==> src/rtl/uart_mute_pkg.sv <==
package uart_mute_pkg;
  typedef enum logic {
    WAKE_IDLE = 1'b0,
    WAKE_ADDR = 1'b1
  } wake_e;

  localparam int unsigned DATA_W_DEF   = 8;
  localparam int unsigned WIDE_W_DEF   = 7;
  localparam int unsigned NARROW_W_DEF = 4;
endpackage

==> src/rtl/mute_addr_match.sv <==
module mute_addr_match #(
  parameter int unsigned DATA_W   = 8,
  parameter int unsigned WIDE_W   = 7,
  parameter int unsigned NARROW_W = 4
) (
  input  logic [DATA_W-1:0] rx_byte,
  input  logic [WIDE_W-1:0] node_addr,
  input  logic              wide_sel,
  output logic              is_addr,
  output logic              hit
);
  localparam int unsigned MARK_BIT = DATA_W - 1;

  logic [WIDE_W-1:0] cmp_mask;
  logic [WIDE_W-1:0] bit_eq;

  genvar gi;
  generate
    for (gi = 0; gi < WIDE_W; gi++) begin : g_mask
      if (gi < NARROW_W) begin : g_low
        assign cmp_mask[gi] = 1'b1;
      end else begin : g_high
        assign cmp_mask[gi] = wide_sel;
      end
      assign bit_eq[gi] = (rx_byte[gi] == node_addr[gi]) | ~cmp_mask[gi];
    end
  endgenerate

  assign is_addr = rx_byte[MARK_BIT];
  assign hit     = &bit_eq;
endmodule

==> src/rtl/mute_ctrl.sv <==
module mute_ctrl
  import uart_mute_pkg::*;
(
  input  logic  clk,
  input  logic  rst,
  input  logic  mute_en,
  input  wake_e wake_sel,
  input  logic  rx_enable,
  input  logic  mute_req,
  input  logic  frame_stb,
  input  logic  idle_stb,
  input  logic  is_addr,
  input  logic  hit,
  output logic  mute_q,
  output logic  mute_nx,
  output logic  accept_frame,
  output logic  accept_idle
);
  logic line_idle_q, line_idle_d;
  logic frame_ev, idle_ev, addr_ev;

  assign frame_ev = rx_enable & frame_stb;
  assign idle_ev  = rx_enable & idle_stb & ~frame_stb;
  assign addr_ev  = frame_ev & mute_en & (wake_sel == WAKE_ADDR) & is_addr;

  always_comb begin
    mute_nx      = mute_q;
    line_idle_d  = line_idle_q;
    accept_frame = 1'b0;
    accept_idle  = 1'b0;
    if (!rx_enable) begin
      line_idle_d = 1'b0;
    end
    if (frame_ev) begin
      line_idle_d = 1'b0;
      if (addr_ev) begin
        mute_nx      = ~hit;
        accept_frame = ~mute_q & hit;
      end else begin
        accept_frame = ~mute_q;
      end
    end else if (idle_ev) begin
      line_idle_d = 1'b1;
      if (mute_q) begin
        if (wake_sel == WAKE_IDLE) mute_nx = 1'b0;
      end else begin
        accept_idle = 1'b1;
      end
    end else if (mute_req && mute_en) begin
      if (wake_sel == WAKE_ADDR || !line_idle_q) mute_nx = 1'b1;
    end
    if (!mute_en) mute_nx = 1'b0;
  end

  always_ff @(posedge clk) begin
    if (rst) begin
      mute_q      <= 1'b0;
      line_idle_q <= 1'b0;
    end else begin
      mute_q      <= mute_nx;
      line_idle_q <= line_idle_d;
    end
  end


  mute_drop_chk: assert property (@(posedge clk) disable iff (rst)
    !mute_en |=> !mute_q);


  idle_wake_chk: assert property (@(posedge clk) disable iff (rst)
    (mute_en && mute_q && wake_sel == WAKE_IDLE && rx_enable && idle_stb && !frame_stb)
    |=> !mute_q);


  idle_req_ignored_chk: assert property (@(posedge clk) disable iff (rst)
    (!mute_q && line_idle_q && wake_sel == WAKE_IDLE && mute_req && !frame_stb && !idle_stb)
    |=> !mute_q);


  addr_hit_chk: assert property (@(posedge clk) disable iff (rst)
    (mute_en && wake_sel == WAKE_ADDR && rx_enable && frame_stb && is_addr && hit)
    |=> !mute_q);


  addr_miss_chk: assert property (@(posedge clk) disable iff (rst)
    (mute_en && wake_sel == WAKE_ADDR && rx_enable && frame_stb && is_addr && !hit)
    |=> mute_q);


  data_keeps_mute_chk: assert property (@(posedge clk) disable iff (rst)
    (mute_en && wake_sel == WAKE_ADDR && rx_enable && frame_stb && !is_addr)
    |=> mute_q == $past(mute_q));
endmodule

==> src/rtl/rx_flag_gate.sv <==
module rx_flag_gate #(
  parameter int unsigned DATA_W = 8
) (
  input  logic              clk,
  input  logic              rst,
  input  logic              mute_q,
  input  logic              mute_nx,
  input  logic              accept_frame,
  input  logic              accept_idle,
  input  logic [DATA_W-1:0] rx_byte,
  input  logic              rxne_clr,
  input  logic              idle_clr,
  input  logic              rxne_ie,
  input  logic              idle_ie,
  output logic              rxne_q,
  output logic              idle_q,
  output logic [DATA_W-1:0] data_q,
  output logic              irq_q
);
  logic rxne_d, idle_d, irq_d;

  always_comb begin
    rxne_d = rxne_q;
    idle_d = idle_q;
    if (rxne_clr) rxne_d = 1'b0;
    if (idle_clr) idle_d = 1'b0;
    if (accept_frame) rxne_d = 1'b1;
    if (accept_idle) idle_d = 1'b1;
    irq_d = ~mute_nx & ((rxne_d & rxne_ie) | (idle_d & idle_ie));
  end

  always_ff @(posedge clk) begin
    if (rst) begin
      rxne_q <= 1'b0;
      idle_q <= 1'b0;
      irq_q  <= 1'b0;
      data_q <= '0;
    end else begin
      rxne_q <= rxne_d;
      idle_q <= idle_d;
      irq_q  <= irq_d;
      if (accept_frame) data_q <= rx_byte;
    end
  end


  quiet_rxne_chk: assert property (@(posedge clk) disable iff (rst)
    (mute_q && !rxne_q) |=> !rxne_q);


  quiet_idle_chk: assert property (@(posedge clk) disable iff (rst)
    (mute_q && !idle_q) |=> !idle_q);


  rxne_clear_chk: assert property (@(posedge clk) disable iff (rst)
    (rxne_clr && !accept_frame) |=> !rxne_q);
endmodule

==> src/rtl/uart_mute_wake.sv <==
module uart_mute_wake
  import uart_mute_pkg::*;
#(
  parameter int unsigned DATA_W   = DATA_W_DEF,
  parameter int unsigned WIDE_W   = WIDE_W_DEF,
  parameter int unsigned NARROW_W = NARROW_W_DEF
) (
  input  logic              clk,
  input  logic              rst,
  input  logic              mute_en,
  input  logic              wake_sel,
  input  logic              addr7_sel,
  input  logic [WIDE_W-1:0] node_addr,
  input  logic              rx_enable,
  input  logic              mute_req,
  input  logic              frame_stb,
  input  logic [DATA_W-1:0] frame_byte,
  input  logic              idle_stb,
  input  logic              rxne_clr,
  input  logic              idle_clr,
  input  logic              rxne_ie,
  input  logic              idle_ie,
  output logic              mute_o,
  output logic              rxne_o,
  output logic              idle_o,
  output logic [DATA_W-1:0] rx_data_o,
  output logic              rx_irq_o
);
  logic  is_addr, hit;
  logic  mute_q, mute_nx, acc_f, acc_i;
  wake_e wake_m;

  assign wake_m = wake_e'(wake_sel);

  mute_addr_match #(
    .DATA_W  (DATA_W),
    .WIDE_W  (WIDE_W),
    .NARROW_W(NARROW_W)
  ) u_match (
    .rx_byte  (frame_byte),
    .node_addr(node_addr),
    .wide_sel (addr7_sel),
    .is_addr  (is_addr),
    .hit      (hit)
  );

  mute_ctrl u_ctrl (
    .clk         (clk),
    .rst         (rst),
    .mute_en     (mute_en),
    .wake_sel    (wake_m),
    .rx_enable   (rx_enable),
    .mute_req    (mute_req),
    .frame_stb   (frame_stb),
    .idle_stb    (idle_stb),
    .is_addr     (is_addr),
    .hit         (hit),
    .mute_q      (mute_q),
    .mute_nx     (mute_nx),
    .accept_frame(acc_f),
    .accept_idle (acc_i)
  );

  rx_flag_gate #(.DATA_W(DATA_W)) u_gate (
    .clk         (clk),
    .rst         (rst),
    .mute_q      (mute_q),
    .mute_nx     (mute_nx),
    .accept_frame(acc_f),
    .accept_idle (acc_i),
    .rx_byte     (frame_byte),
    .rxne_clr    (rxne_clr),
    .idle_clr    (idle_clr),
    .rxne_ie     (rxne_ie),
    .idle_ie     (idle_ie),
    .rxne_q      (rxne_o),
    .idle_q      (idle_o),
    .data_q      (rx_data_o),
    .irq_q       (rx_irq_o)
  );

  assign mute_o = mute_q;


  muted_irq_low_chk: assert property (@(posedge clk) disable iff (rst)
    mute_o |-> !rx_irq_o);


  wake_no_idle_flag_chk: assert property (@(posedge clk) disable iff (rst)
    (mute_o && !idle_o && idle_stb) |=> !idle_o);


  disabled_unmuted_chk: assert property (@(posedge clk) disable iff (rst)
    (!mute_en && $past(!mute_en)) |-> !mute_o);
endmodule

==> config.mk <==
export PLATFORM = sky130hd
export DESIGN_NAME = uart_mute_wake
export DESIGN_NICKNAME = d
export VERILOG_FILES = /design/src/rtl/uart_mute_pkg.sv /design/src/rtl/mute_addr_match.sv /design/src/rtl/mute_ctrl.sv /design/src/rtl/rx_flag_gate.sv /design/src/rtl/uart_mute_wake.sv
export SDC_FILE = /design/constraint.sdc
export NUM_CORES = 1
export LEC_CHECK = 0
export BUFFER_PORTS_ARGS = -buffer_cell sky130_fd_sc_hd__buf_2
export CAP_MARGIN = 20
export CORE_MARGIN = 1.5
export CORE_UTILIZATION = 40
export CTS_CLUSTER_DIAMETER = 120
export DETAILED_ROUTE_END_ITERATION = 6
export PLACE_DENSITY = 0.86
export SLEW_MARGIN = 20
export SYNTH_ARGS = -nofsm -noshare
export SYNTH_HDL_FRONTEND = slang
export SYNTH_SLANG_ARGS = --single-unit
==> constraint.sdc <==
create_clock -name clk -period 1.7 [get_ports clk]
set_input_delay 0.34 -clock clk [delete_from_list [all_inputs] [get_ports clk]]
set_output_delay 0.34 -clock clk [all_outputs]
set_load 0.02 [all_outputs]
**Word-level counts from Yosys, hierarchy flattened**

Cells that the tools add are included.

- Bitwise gates (word level): 19
- Reduce and logical (&&, ||, !) cells: 5
- Equality and inequality tests: 8
- Mux-type cells: 19

Operators by type and width:

| cell | number |
|---|---|
| 2-to-1 mux 1 bit | 19 |
| bitwise AND 1 bit | 10 |
| == test 1 bit | 7 |
| AND reduction 7 bit | 1 |
| inverter 1 bit | 5 |
| bitwise OR 1 bit | 4 |
| != test 2 x 1 -> 1 bit (second input constant) | 1 |
| OR reduction 2 bit | 1 |
| logical AND 1 bit | 1 |
| zero test 1 bit | 1 |
| logical OR 1 bit | 1 |

- Logic and storage cells: 57
- Output and inout bits: 12
- Flip-flop bits (word level): 13

**Longest topological paths before layout**

Gate-level depths: netlist of the first run.

- Word-level depth: 10
- Gate-level depth with buffers: 6
- Mapped depth without buffers: 5

**Hierarchy**

Synthesis of the first run repeated with hierarchy kept, for this count alone.

- Cells, all modules: 67
- Area, all modules: 626.9 um2

Modules (own cells, without submodules):

| module | area each (um2) | times used | cells an instance | seq. area each (um2) |
|---|---|---|---|---|
| rx_flag_gate | 389.1 | 1 | 39 | 220.2 |
| mute_ctrl | 152.6 | 1 | 17 | 40.0 |
| mute_addr_match | 85.1 | 1 | 11 | 0.0 |

**Worst setup path before layout of the first run**

No wires, ideal clock.

- Kind: input port to flip-flop
- Start point: input port frame_byte[0]
- End point: register u_gate.data_q[0]
- Arrival: 1.447 ns
- Cell stages on the path: 6
- Buffers on the path: 1
- Library setup time: 0.128 ns
- Path slack: 0.125 ns
- Cell sequence: xnor2_1 -> nand4_1 -> a2111oi_2 -> buf_6 -> mux2i_1 -> nor2_1

- Longest elaborated chain between the ends: 5

Ends and longest elaborated chain:

| item | RTL line | source |
|---|---|---|
| start, declared | uart_mute_wake.sv:17 | `input logic [DATA_W-1:0] frame_byte,` |
| == test 1 bit | mute_addr_match.sv:25 | `assign bit_eq[gi] = (rx_byte[gi] == node_addr[gi]) \| ~cmp_mask[gi];` |
| AND reduction 7 bit | mute_addr_match.sv:30 | `assign hit = &bit_eq;` |
| bitwise AND 1 bit | mute_ctrl.sv:38 | `accept_frame = ~mute_q & hit;` |
| 2-to-1 mux 1 bit | mute_ctrl.sv:36 | `if (addr_ev) begin` |
| 2-to-1 mux 1 bit | mute_ctrl.sv:34 | `if (frame_ev) begin` |
| end signal, assigned | rx_flag_gate.sv:42 | `if (accept_frame) data_q <= rx_byte;` |
| end, declared | rx_flag_gate.sv:17 | `output logic [DATA_W-1:0] data_q,` |

Several ways; a longest one is shown, not always the timed one.
A chain may end at the register's enable or synchronous reset.

**Worst setup path after layout of the first run**

- Start point: input port frame_byte[1]
- End point: register u_gate.data_q[6]

- Longest elaborated chain between the ends: 5

Ends and longest elaborated chain:

| item | RTL line |
|---|---|
| == test 1 bit | mute_addr_match.sv:25 |
| AND reduction 7 bit | mute_addr_match.sv:30 |
| bitwise AND 1 bit | mute_ctrl.sv:38 |
| 2-to-1 mux 1 bit | mute_ctrl.sv:36 |
| 2-to-1 mux 1 bit | mute_ctrl.sv:34 |

No other way between the ends.

==> results of run 1 <==
## power by group through the flow
stage / sequential, mW / clock [mW] / combinational (mW)
2_1_floorplan: 0.351 / 0 / 0.0661
3_3_place_gp: 0.334 / 0 / 0.144
3_5_place_dp: 0.334 / 0 / 0.147
4_1_cts: 0.327 / 0.188 / 0.148
5_1_grt: 0.330 / 0.206 / 0.163
6_report: 0.328 / 0.183 / 0.149
## registers in the layout, summed over array words and instances, names as in the netlist
| name | flops |
|---|---|
| u_ctrl.mute_q | 1 |
| u_gate.data_q | 8 |
| u_gate.rxne_q | 1 |
| u_ctrl.line_idle_q | 1 |
| u_gate.idle_q | 1 |
| u_gate.irq_q | 1 |
## final cells by class
class	instances	share of cell area
clock buffer	4	0.02966
inverter	1	0.004237
tap	16	0.02260
timing repair buffer	41	0.2373
sequential	13	0.2938
multi-input combinational	53	0.4124
## how the worst min path moves through the flow
stage | end | slack [ns]
after detailed placement | u_gate.data_q[2] | 0.49
after global placement | u_gate.data_q[1] | 0.47
after global routing | u_gate.data_q[2] | 0.35
final | u_ctrl.mute_q | 0.34
after floorplan | u_ctrl.mute_q | 0.42
after CTS | u_ctrl.mute_q | 0.33
## worst max-delay path, stage by stage
cell and delay, ns:
buf_2 0.11, xnor2_1 0.17, nand4_1 0.21, a2111oi_4 0.41, buf_4 0.21, mux2i_1 0.20
nor2_1 0.06
## cells by family after synthesis
| group | synth area share |
|---|---|
| xor gates and xnor gates | 0.09703 |
| and+or+nand+nor | 0.2178 |
| muxes | 0.1267 |
| buffers and inverters | 0.02969 |
| AOI/OAI and AO/OA | 0.1168 |
| DFF | 0.4119 |
## cell usage in the layout, fill, tap and decap left out
| master | n |
|---|---|
| nand3_1 | 2 |
| buf_4 | 2 |
| mux2i_1 | 8 |
| dfxtp_1 | 13 |
| nor3b_1 | 1 |
| a2111o_1 | 1 |
| inv_1 | 1 |
| xnor2_1 | 7 |
| a21oi_1 | 3 |
| o21a_1 | 1 |
| nor3_1 | 2 |
| nor2b_1 | 1 |
| a32oi_1 | 1 |
| nand2_1 | 3 |
| o21ai_0 | 2 |
| nand4_1 | 2 |
| and3_2 | 1 |
| and2b_2 | 1 |
| nand2b_1 | 3 |
| buf_2 | 39 |
| a31oi_1 | 1 |
| clkbuf_1 | 1 |
| nor2_1 | 12 |
| a2111oi_4 | 1 |
| clkbuf_4 | 3 |
## through the flow
| stage | util | area, sq um | worst slack, ns | hold WS [ns] | TNS (ns) |
|---|---|---|---|---|---|
| floorplan | - | 631.9 | 0.1250 | 0.4172 | 0 |
| global placement | 0.5689 | 847.1 | -0.06356 | 0.4742 | -0.4598 |
| detailed placement | 0.5689 | 847.1 | -0.1633 | 0.4880 | -1.149 |
| finish | 0.5950 | 885.9 | 0.1311 | 0.3381 | 0 |
| CTS | 0.5866 | 873.3 | 0.1184 | 0.3312 | 0 |
| global route | 0.5950 | 885.9 | -0.006873 | 0.3469 | -0.007066 |
## metal layers
layer	GRT usage	part of all wire
met2	0.2758	0.51
met3	0.04681	0.069
met4	0.09375	0.0056
met5	0	0
met1	0.1789	0.42
==> results.md, run 1 <==
- The number of routed nets with antenna violations is 0.
- The path class of the lowest-slack min-delay path is input pin to register.
- In this run the tool buffered the top-level ports with 39 buffer cells.
- Static timing analysis puts the maximum clock frequency at around 640 MHz.
- The via count of the first global-routing pass is roughly 600.
- Yosys instantiated no cell more often than dfxtp_1.
- In this run the deepest clock path goes through 2 buffers.
- After clock tree synthesis, the repair step resized 0 gates.
- The number of slew-limit violations in the final report is 0.
- Summed over all layers, the routed wires come to about 1400 microns.
- The fill cell total of the finished layout is 127.
- Yosys printed 0 warnings.
- Pin placement for this block handled 40 I/O pins.
- Yosys mapped the design onto 23 distinct sky130hd cell types.
- The number of synthesized register bits is 13.
- The power spent charging and discharging nets is 0.1777 mW.
- The count of max-cap constraint violations is 0.
- The final layout contains around 140 nets.
- The power density of the placed cells is roughly 740 nW/um^2.
- The area of the mapped netlist is between 600 and 700 sq um.
- At the later pin of the worst-skew pair, clock insertion delay measures 0.26 ns.
- The synthesized design spends more area on one cell type than any other, namely dfxtp_1.
- IR analysis of the VDD net gives a maximum drop of 0.5461 mV.
- The count of flip-flops with a built-in enable after synthesis is 0.
- The number of diodes is 0.
- The number of buffers inserted by post-CTS setup repair is 0.
- The slew at the pin closest to its max-slew limit is 0.2766 ns.
- The termination of the worst setup path is u_gate.data_q[6].
- The element type at the critical path end is a register.
- The number of cells on the worst reg-to-reg path is 4.
- Before antenna repair, the detailed router went through 4 iterations.
- Along the worst hold path, the cell count comes to 3.
- Synthesis produced a netlist with a net count of 97.
- The worst setup path is launched from an input pin.
- The overall fraction of global-route tracks in use is 0.1630.
- The launch point of the worst reg-to-reg path is u_ctrl.mute_q.
- The synthesized instance count is a little under 70.
- Of the total power, registers draw 0.497.
- In this run the core area contains 14 standard-cell rows.
- Cell internal power was estimated by the tool at between 0.4 and 0.5 mW.
- The combined area of the multi-input logic cells is between 300 and 400 sq um.
- For this run, the register share of the synthesized area comes to 0.4119.
- Routability-driven placement finished with a final weighted congestion of 0.7117.
- The remaining global-route overflow is 0.
- The total instance count after detailed placement is 124.
- The die boundary height is approximately 43 microns.
- The analysis attributes to cell leakage a power of 0.4134 nW.
- The number of antenna violations at the first check in global routing came to 0.
- Overall power consumption after layout is estimated at roughly 0.66 mW.
- After the first detailed-routing iteration, the DRC count stood at 11.
- The number of clock buffers added by TritonCTS is 3.
- The count of endpoints failing hold in the final timing report is 0.
- The launching element of the worst setup path is frame_byte[1].
- The floorplan core area is about 1500 sq um.
- After synthesis, the cell types taking the most area are dfxtp_1, mux2i_1, xnor2_1, nor2_1, nand2b_1.
- The DRC violation count after routing is 0.
- The TritonCTS clock tree is done.
- Measured against its own limit, the worst slew margin works out to 0.8148.
- After synthesis, the share of flip-flops with an asynchronous set or reset is 0.
- The storage element area is approximately 260 sq um.
- Dividing the detail-routed via count by the number of cells gives ~5.1.
- In the synthesized netlist the dominant register cell turns out to be dfxtp_1.
- Of the total power, the clock network draws 0.277.
- The global-route wire length before repair is approximately 2200 microns.
- The worst register-to-register path has a setup slack of 0.49 ns.
- The worst path arrival time is roughly 1.7 ns.
- The overall die area is about 1800 sq um.
- After synthesis, the mean cell area works out to 9.157 sq um.
- Of the total power, the share spent switching nets is 0.2694.
- The run finished with clean final reports.
- The worst register-to-register path ends at u_gate.irq_q.
- The deepest level of the CTS H-tree is 1.
- The quantity of hold-fixing buffers added after cts is 0.
- For this configuration, the core starts out at a cell density of 0.4244.
- The half-perimeter wire length after detailed placement is between 1000 and 1500 microns.
- After synthesis, the most frequently instantiated cells are dfxtp_1, nor2_1, mux2i_1.
- The overall via count from detail_route is around 650.
- The highest net fanout along the worst path is 6.
- The number of setup violations in the final report is 0.
- For the worst setup path, the data required time is approximately 1.9 ns.
- The combinational fraction of design power is 0.226.
- Between clock sinks in the finished design, the worst skew comes to ~0.00036 ns.
- The area growth from synthesis to layout is 40.20%.
- After clock tree synthesis, the clock-pin slew on the worst setup and hold paths is around 0.070 ns.
- The tree is rooted in a clkbuf_4.
- The critical path in this run is classified as input pin to register.
- The clock net sink count is 13.
- Of the cells placed in the final design, the portion with a size suffix greater than 1 is 0.4196.
- The routed length per instance is between 10 and 15 microns.
- From left edge to right edge, the die measures between 40 and 50 microns.
- In the finished design, the share of the clock period the worst path needs comes to 0.9229.
- The worst hold path begins at mute_en.
- The number of cells in the finished layout apart from fillers is roughly 130.
- The smallest clock period supported by the final layout is computed as between 1.5 and 2 ns.
- Entering global routing, the biggest net connects 14 pins.
- The fraction of synthesized cell area taken by the top area cell type is 0.4119.
Power figures use the tool's default switching activity.
==> inputs of run 2 (changes only) <==
- CORE_ASPECT_RATIO: default -> 0.75
- CORE_UTILIZATION: 40 -> 36
- PLACE_DENSITY: 0.86 -> 0.8
==> run 2 against run 1 <==
Compared with the run above:
- critical path depth unchanged
- count of clock-buffer cells in the layout is 1 lower
- register-to-register slack got worse by 0.02 ns
- via count grew 2.9%
- non-clock buffer count grew 5
- cell count rose by 7.8%
- die area is 10% higher
- sequential share of layout area shrank 1.0 points
==> results.md, run 2 (synthesized netlist as in run 1, its figures left out) <==
- The run finished with clean final reports.
- The number of setup violations in the final report is 0 (unchanged).
- The worst setup slack after layout is 0.1461 ns (+0.01498 ns).
- The overall die area is 2018 sq um (+10%).
- The worst setup path is of the input pin to register kind.
- The global-route wire length before repair is 2497 microns (+11%).
- The DRC violation count after routing is 0 (unchanged).
- The total CTS buffers is 3 (unchanged).
- The number of buffers inserted by post-CTS setup repair is 0 (unchanged).
- The horizontal die dimension is 51.38 microns (+20%).
- The number of diodes is 0 (unchanged).
- The worst setup slack after placement is -0.1393 ns (+0.02400 ns).
- The critical path's largest stage delay is 0.44 ns (+0.03 ns).
- The path class of the lowest-slack min-delay path is input pin to register.
- The slew at the pin closest to its max-slew limit is 0.3331 ns (+0.05655 ns).
- The relative slew slack is 0.7775 (-0.03727).
- The number of buffer cells added on primary ports was 39 (unchanged).
- The maximum operating frequency is 643.5 MHz (+0.96%).
- The total of cells resized after clock tree synthesis is 0 (unchanged).
- The share of the clock period used by the worst path was 0.9141 (-0.008812).
- The signed area change from the synthesized netlist to the final layout is 45.35%.
- The fill cell total of the finished layout came to 155 (+22%).
- The TritonCTS clock tree is done.
- The number of violations reported at the end of detailed-routing iteration 0 is 12 (+1).
- The static leakage is 0.4382 nW (+6.0%).
- The total number of placement rows is 12 (-2).
- The final weighted congestion of routability-driven global placement is 0.7230 (+1.6%).
- The post-layout minimum cycle time is 1.554 ns (-0.01498 ns).
- The deepest level of the CTS H-tree was 1 (unchanged).
- The number of antenna violations at the first check in global routing is 0 (unchanged).
- The via count of the first global-routing pass was 602 (+2.7%).
- The deepest clock path buffer count is 2 (unchanged).
- The quantity of hold-fixing buffers added after cts is 0 (unchanged).
- u_gate.data_q holds more flip-flops than any other register.
- The remaining global-route overflow is 0 (unchanged).
- The overall power after layout is 0.6763 mW (+2.5%).
- The routed wire length is 1700 microns (+19%).
- The sum of negative setup slack was 0 ns (unchanged).
- The number of routed nets with antenna violations is 0 (unchanged).
- Among all stages on the critical path, the largest delay is contributed by a2111oi_2.
- The highest net fanout along the worst path came to 6 (unchanged).
- The number of flip-flops under the largest register name is 8 (unchanged).
- The library cells used most frequently in the layout, excluding fill and tap cells, are buf_2, dfxtp_1, nor2_1, mux2i_1.
- The insertion delay to the later sink of the worst-skew pair is 0.28 ns (+0.02 ns).
- The worst path arrival time is 1.73 ns (about the same).
- The count of endpoints failing hold in the final timing report came to 0 (unchanged).
- The count of max-cap constraint violations is 0 (unchanged).
- The power density of the placed cells is 736.4 nW/um^2 (-1.1%).
- Leaving out fill and tap cells, the most frequent cell in the layout is buf_2.
- The total instance count after detailed placement is 134 (+8.1%).
- The root buffer cell chosen for the clock tree is clkbuf_4.
- The clock net sink count is 13 (unchanged).
- The number of slew-limit violations in the final report is 0 (unchanged).
- STA classifies the critical path endpoint as a register.
- The routed length per instance is 12.32 microns (+11%).
- The half-perimeter wire length after detailed placement is 1353 microns (+12%).
- The floorplan core area is 1562 sq um (+4.9%).
- Setup repair after global routing left no endpoint under its margin.
- The detailed-router iteration count before antenna repair is 4 (unchanged).
- The overall fraction of global-route tracks in use came to 0.1768 (+0.01377).
- The worst voltage drop across the vdd grid is 0.4977 mV (-8.9%).
- The pin count of the biggest net entering global routing is 14 (unchanged).
- The post-detailed-route via-to-cell ratio came to 4.855 (-4.5%).
- The total I/O pin count is 40 (unchanged).
- The final clock skew was 0.006719 ns (+0.006360 ns).
- The number of cells in the finished layout apart from fillers came to 138 (+7.8%).
- The post-layout net count was 146 (+3.5%).
- The hold slack came to 0.3321 ns (-0.005991 ns).
- The CTS clock-pin slew for the worst setup and hold paths is 0.08 ns (about the same).
- The initial core utilization is 0.4046 (-0.01972).
- Walking the worst path, the cells encountered are buf_2, xnor2_1, nand4_1, a2111oi_2, buf_4, mux2i_1, nor2_1.
- The share of layout cells above drive strength 1 is 0.4530 (+0.03335).
- The required time of the worst setup path was 1.87 ns (+0.02 ns).
- The worst setup path is launched from an input pin.
- The die boundary height is 39.28 microns (-8.1%).
- The overall via count from detail_route came to 670 (+2.9%).
run 2: cell types whose count changed in the layout (fill, tap and decap cells not counted), sizes merged:
cell | before | now
buf | 41 | 46
clkbuf | 4 | 3
clkinv | 0 | 1
run 2: final timing paths:
path / cells past startpoint / endpoint / start / slack [ns]
setup / recovery: 7 / u_gate.data_q[0] / frame_byte[1] / 0.15
hold / removal: 3 / u_gate.data_q[6] / frame_byte[6] / 0.33
setup reg to reg: 4 / u_gate.data_q[0] / u_ctrl.mute_q / 0.47
hold reg to reg: 2 / u_gate.data_q[2] / u_gate.data_q[2] / 0.50
run 2: per-stage QoR:
stage                     utilization  area, sq um
after floorplan                     -        631.9
after global placement         0.5705        890.9
after detailed placement       0.5705        890.9
after CTS                      0.5881        918.4
after global routing           0.5881        918.4
final                          0.5881        918.4
run 2: critical path, delay by kind of cell:
family | cells | cell delay, ns
buffers and inverters | 2 | 0.34
multiplexers | 1 | 0.21
XOR/XNOR | 1 | 0.16
AO/OA/AOI/OAI | 1 | 0.44
AND/OR/NAND/NOR | 2 | 0.22
run 2: cell type report:
cell class	count	area (sq um)	share of cell area
Multi-Input combinational cell	53	352.8	0.3842
Sequential cell	13	260.3	0.2834
Timing Repair Buffer	46	247.7	0.2698
Tap cell	21	26.28	0.02861
Clock buffer	3	22.52	0.02452
Clock inverter	1	5.005	0.005450
Inverter	1	3.754	0.004087
run 2: power by group:
| group | leakage [nW] | switching (mW) | internal, mW |
|---|---|---|---|
| Clock | 0.0177 | 0.102 | 0.0873 |
| Combinational | 0.314 | 0.0817 | 0.0779 |
| Sequential | 0.106 | 0.00785 | 0.319 |
run 2: routing by layer:
layer  up-vias  routed length, microns  GRT usage  share of wire
li1        336                       -          -              -
met1       306                     734     0.1921           0.43
met2        28                     834     0.3205           0.49
met3         0                     131    0.07252          0.077
met4         0                       0    0.05263              0
met5         -                       0          0              0
